**src/rtl/tmr_chan.sv**
```systemverilog
module tmr_chan #(
  parameter int W    = 16,
  parameter bit FULL = 1'b1
) (
  input  logic         clk,
  input  logic         rst,
  input  logic         cnt_src,
  input  logic         src_ext,
  input  logic [1:0]   edge_sel,
  input  logic [2:0]   clr_sel,
  input  logic         sync_en,
  input  logic         buf_c,
  input  logic         buf_d,
  input  logic [W-1:0] reg_a,
  input  logic [W-1:0] reg_b,
  input  logic [W-1:0] reg_c,
  input  logic [W-1:0] reg_d,
  input  logic         sync_clr_in,
  output logic [W-1:0] count,
  output logic [3:0]   match,
  output logic         sync_clr_out
);
  logic [2:0] smp;
  logic [3:0] hit;
  logic [2:0] code;
  logic       own_hit;

  always_ff @(posedge clk)
    if (rst) smp <= '0;
    else     smp <= {smp[1:0], cnt_src};

  wire rise      = smp[1] & ~smp[2];
  wire fall      = ~smp[1] & smp[2];
  wire pick_rise = edge_sel[0] ^ src_ext;
  wire tick      = edge_sel[1] ? (rise | fall) : (pick_rise ? rise : fall);

  assign hit[0] = (count == reg_a);
  assign hit[1] = (count == reg_b);

  generate
    if (FULL) begin : g_full
      assign hit[2] = (count == reg_c) & ~buf_c;
      assign hit[3] = (count == reg_d) & ~buf_d;
      assign code   = clr_sel;
    end else begin : g_red
      assign hit[3:2] = 2'b00;
      assign code     = clr_sel[2] ? 3'b000 : clr_sel;
    end
  endgenerate

  always_comb
    case (code)
      3'b001:  own_hit = hit[0];
      3'b010:  own_hit = hit[1];
      3'b101:  own_hit = hit[2];
      3'b110:  own_hit = hit[3];
      default: own_hit = 1'b0;
    endcase

  wire sync_mode = (code[1:0] == 2'b11) & sync_en;
  assign sync_clr_out = tick & own_hit;

  always_ff @(posedge clk)
    if (rst) begin
      count <= '0;
      match <= '0;
    end else begin
      match <= tick ? hit : 4'b0000;
      if ((sync_mode & sync_clr_in) | sync_clr_out) count <= '0;
      else if (tick)                                 count <= count + 1'b1;
    end

  assert_reset_state_R1: assert property (@(posedge clk)
    rst |=> (count == '0) && (match == 4'b0000));

  assert_no_clear_wrap_R4: assert property (@(posedge clk) disable iff (rst)
    (tick && code[1:0] == 2'b00) |=> count == $past(count + 1'b1));

  assert_buffer_c_quiet_R8: assert property (@(posedge clk) disable iff (rst)
    buf_c |=> !match[2]);

  assert_buffer_d_quiet_R8: assert property (@(posedge clk) disable iff (rst)
    buf_d |=> !match[3]);

  assert_group_clear_R9: assert property (@(posedge clk) disable iff (rst)
    (sync_mode && sync_clr_in) |=> count == '0);

  assert_own_clear_R10: assert property (@(posedge clk) disable iff (rst)
    sync_clr_out |=> count == '0);

  assert_match_after_event_R12: assert property (@(posedge clk) disable iff (rst)
    (match != 4'b0000) |-> $past(tick));
endmodule

```
**config.mk**
```make
export PLATFORM = sky130hd
export DESIGN_NAME = tmr_chan
export DESIGN_NICKNAME = d
export VERILOG_FILES = /design/src/rtl/tmr_chan.sv
export SDC_FILE = /design/constraint.sdc
export NUM_CORES = 1
export LEC_CHECK = 0
export BUFFER_PORTS_ARGS = -buffer_cell sky130_fd_sc_hd__buf_4
export CAP_MARGIN = 10
export CORE_MARGIN = 4
export CORE_UTILIZATION = 40
export CTS_CLUSTER_DIAMETER = 100
export DETAILED_ROUTE_END_ITERATION = 7
export GPL_TIMING_DRIVEN = 1
export PLACE_DENSITY_LB_ADDON = 0.3
export SETUP_SLACK_MARGIN = 0.1
export SYNTH_ARGS = -nofsm -noshare
export SYNTH_HDL_FRONTEND = slang
export SYNTH_SLANG_ARGS = --single-unit
```
**constraint.sdc**
```tcl
create_clock -name clk -period 4.35 [get_ports clk]
set_input_delay 0.87 -clock clk [delete_from_list [all_inputs] [get_ports clk]]
set_output_delay 0.87 -clock clk [all_outputs]
set_load 0.02 [all_outputs]
```
# Word level (Yosys, flattened, before mapping)
# Cells that the tools add are included.
[totals]
regBits = 23
output_inout_bits = 21
wordCells = 33
[op_classes]
addsub = 1
eq_ne = 9
mux = 3
bitwise_logic = 15
n_reduce_logical = 2
[op_table]
columns = ["op", "count"]
rows = [
  ["== test 16 bit", 4],
  ["adder 16 x 1 -> 16 bit, second input constant", 1],
  ["bitwise AND 1 bit", 7],
  ["== test 3 bit, second input constant", 2],
  ["NOT 1 bit", 5],
  ["one-hot mux 1 bit (4 select lines)", 1],
  ["OR reduction 2 bit", 2],
  ["== test 3 x 1 -> 1 bit, second input constant", 1],
  ["== test 3 x 2 -> 1 bit, second input constant", 1],
  ["== test 2 bit, second input constant", 1],
  ["2-to-1 mux 1 bit", 2],
  ["bitwise OR 1 bit", 2],
  ["bitwise XOR 1 bit", 1],
]

# Depth between registers and ports, before layout
[logic_depth]
word_depth = 7
ltp_mapped = 9

# Worst setup path before layout
# Ideal clock, no wire load.
[synth_timing]
kind = "in2out"
from = "input src_ext"
to = "output sync_clr_out"
t_arrival_ns = 2.248
required_ns = 3.480
setup_slack_ns = 1.232
stages = 5
path_buffers = 1
cell_sequence = "xnor2_1 -> mux2i_1 -> nor2_1 -> a311oi_4 -> buf_6"
[synth_between]
elab_chain_cells = 4
[synth_lines]
columns = ["item", "line", "text"]
rows = [
  ["start: declaration", "8", "input logic src_ext,"],
  ["bitwise XOR 1 bit", "34", "wire pick_rise = edge_sel[0] ^ src_ext;"],
  ["2-to-1 mux 1 bit (2 in series)", "35", "wire tick = edge_sel[1] ? (rise | fall) : (pick_rise ? rise : fall);"],
  ["bitwise AND 1 bit", "61", "assign sync_clr_out = tick & own_hit;"],
  ["end: declaration", "21", "output logic sync_clr_out"],
]
# Every way passes these cells.

# Final worst setup path
[layout_timing]
from = "input edge_sel[1]"
to = "output sync_clr_out"
[layout_between]
elab_chain_cells = 2
[layout_lines]
columns = ["item", "line", "text"]
rows = [
  ["start: declaration", "9", "input logic [1:0] edge_sel,"],
  ["2-to-1 mux 1 bit", "35", ""],
  ["bitwise AND 1 bit", "61", ""],
]
# Every way passes these cells.

==> flow_summary.json <==
{
  "ys_ff_latch": 23,
  "rsz0062_at_grt": "false",
  "cp_num_buf_inv": 2,
  "clock-sinks": 23,
  "cts_root_buf": "clkbuf_8",
  "r2r_end": "count[13]",
  "synth_top_area_cell": "xnor2_1",
  "grtUsageTotal_pct": 19.6,
  "worstMarginPinSlew_ns": 0.890,
  "critPathArrivalTime_ns": 2.64,
  "cp_slowest_stage_delay_ns": 0.70,
  "row_count": 25,
  "start_util_pct": 41.2,
  "yosysWarnings": 0,
  "start_kind": "input port",
  "grt_pass1_wl_mm": 9.38,
  "finalSetupViolCount": 0,
  "drv_cap": 0,
  "relSlewSlack_pct": 40.6,
  "firstDrtPassIters": 4,
  "critPathSlowestCell": "nor2b_1",
  "synth_top_area_share_pct": 31.7,
  "ctsResizeCount": 0,
  "async_flop_share_pct": 0,
  "r2r_slack_ns": 1.73,
  "slew_violations": 0,
  "netlist_instances": 228,
  "die-area_sq_um": 6010,
  "syn-mean-instance-area_sq_um": 8.48,
  "setup_tns_ns": 0,
  "area_growth_pct": 38.5,
  "skew_ns": 0.00841,
  "syn_area_sq_um": 1930,
  "route.detailed.drc": 0,
  "period_minus_slack_ns": 3.51,
  "peakVddDrop_uv": 195,
  "nFillCells": 464,
  "final_util_pct": 57.1,
  "ys_seq_area_share_pct": 23.8,
  "die_h_um": 77.5,
  "cts_buffers": 3,
  "antenna_found_initial": 0,
  "rr_worst_depth": 7,
  "fp.dieW_um": 77.5,
  "hold_viol_final": 0,
  "io_pins": 98,
  "layout.nets": 392,
  "cp_common_cell": "buf_4",
  "drtIter0Drc": 69,
  "dp_hpwl_mm": 4.56,
  "finalWirelength_mm": 5.82,
  "startpoint": "edge_sel[1]",
  "hold_buffers": 0,
  "hold_path_class": "register to register",
  "cts_max_path_buffers": 2,
  "crit_family": "simple AND/OR/NAND/NOR gates",
  "port-buffer-count": 97,
  "cts_setup_buffers": 0,
  "cts_tree": "built",
  "reg2reg_from": "smp[1]",
  "synth-edff-count": 0,
  "grt_max_degree": 17,
  "cts_htree_levels": 1,
  "hold_start": "smp[0]",
  "ys_types": 30,
  "drive_gt1_share_pct": 34.4,
  "clk_pin_slew_ns": 0.09,
  "insertion_delay_ns": 0.27,
  "required_ns": 3.48,
  "cp_cell_sequence": "buf_4, nor2b_1, nor2_1, a311oi_4, buf_4",
  "yosys-top-cells-area": "xnor2_1 (32%), dfxtp_1 (24%), nand4_1 (4.5%)",
  "period_share_pct": 80.7,
  "place_congestion": 0.792,
  "grt.overflow.total": 0,
  "grt_pass1_vias": 1874,
  "wire_per_inst_um": 16.0,
  "cp-end-kind": "output port",
  "fmax_ghz": 0.285,
  "powerDensity_nw_per_um2": 177,
  "crit_type": "input port to output port",
  "via_per_inst": 5.19,
  "vias": 1894,
  "diodes": 0,
  "ant_nets": 0,
  "crit_fanout": 15,
  "synth_flop_cell": "dfxtp_1",
  "total_leakage_power_nw": 1.07,
  "status": "complete, no violations",
  "core_sq_um": 4690,
  "syn-num-nets": 308,
  "endpoint": "sync_clr_out",
  "path_depth": 5
}
==> layout by cell type, fill, tap and decap left out, drive strengths merged <==
cell	synthesis	final
nand2b	2	2
mux2i	2	2
nor3b	3	3
o2111ai	8	8
nor2	19	19
nand3	4	4
a311oi	1	1
clkinvlp	0	1
a221oi	1	1
xnor2	70	70
nor3	4	4
nor4	4	4
nand4	14	14
nand2	15	15
nor2b	5	5
inv	2	2
xor2	10	10
and4	5	5
ha	3	3
o211ai	3	3
buf	17	100
o21ai	3	3
dfxtp	23	23
a41oi	1	1
and2	3	3
clkbuf	4	3
and3	2	2
==> cell type report <==
type                       count  area, sq um  share of cell area (%)
sequential                    23          460                    17.2
clock buffer                   3         41.3                    1.54
timing repair buffer         100          751                    28.0
multi-input combinational    182         1340                    50.1
tap                           54         67.6                    2.52
clock inverter                 1         7.51                   0.280
inverter                       2         7.51                   0.280
==> layer usage <==
layer	part of all wire [%]	routed length [um]	track usage, %
met4	0.58	34	2.49
met5	0	0	0
met3	6.9	402	5.68
met1	46	2670	25.7
met2	47	2710	32.8
==> flip-flops by register name, summed over array words and instances (netlist names) <==
signal and flops:
count 16, match 4, smp 3
==> how the worst min path moves through the flow <==
stage,to,cells past startpoint
finish,smp[1],1
global route,smp[1],1
CTS,smp[1],1
detailed placement,smp[1],1
global placement,smp[1],1
floorplan,smp[1],1
==> where the power goes <==
part | total [W] | internal, W | switching (W)
registers | 0.000216 | 0.000212 | 0.00000401
clock network | 0.000141 | 0.0000649 | 0.0000757
logic | 0.000116 | 0.0000740 | 0.0000420
total | 0.000473 | 0.000351 | 0.000122
==> logic make-up (layout without fill, tap and decap cells) <==
logic type                 after synthesis  in the layout  synth area share (%)
and+or+nand+nor                         80             80                  22.4
AOI/OAI and AO/OA                       17             17                  7.83
adders and majority gates                3              3                  1.94
xor gates and xnor gates                80             80                  36.2
buffers and inverters                   23            106                  6.73
DFF                                     23             23                  23.8
muxes                                    2              2                  1.04
==> per-stage QoR <==
| step | power (W) | setup WS [ns] | std cells | hold WS, ns | instance area [sq um] |
|---|---|---|---|---|---|
| floorplan | 0.000269 | 1.23 | 228 | 0.414 | 1930 |
| global placement | 0.000337 | 0.913 | 361 | 0.422 | 2630 |
| detailed placement | 0.000338 | 0.883 | 361 | 0.436 | 2630 |
| CTS | 0.000476 | 0.859 | 365 | 0.461 | 2680 |
| global route | 0.000496 | 0.635 | 365 | 0.473 | 2680 |
| finish | 0.000473 | 0.838 | 365 | 0.457 | 2680 |
==> worst register-to-register path: cells and delay by family, from the launching register on <==
family                     cells  cell delay, ns
adders and majority gates      1            0.29
AOI/OAI and AO/OA              1            0.42
and+or+nand+nor                3            1.13
DFF                            1            0.34
buffers and inverters          2            0.34
==> synth_stat cells, drive strengths merged, types with 4 or more instances <==
cell type,instances
and4,5
buf,17
clkbuf,4
dfxtp,23
nand2,15
nand3,4
nand4,14
nor2,19
nor2b,5
nor3,4
nor4,4
o2111ai,8
xnor2,70
xor2,10
No activity file was read; power rests on OpenSTA's default activity.
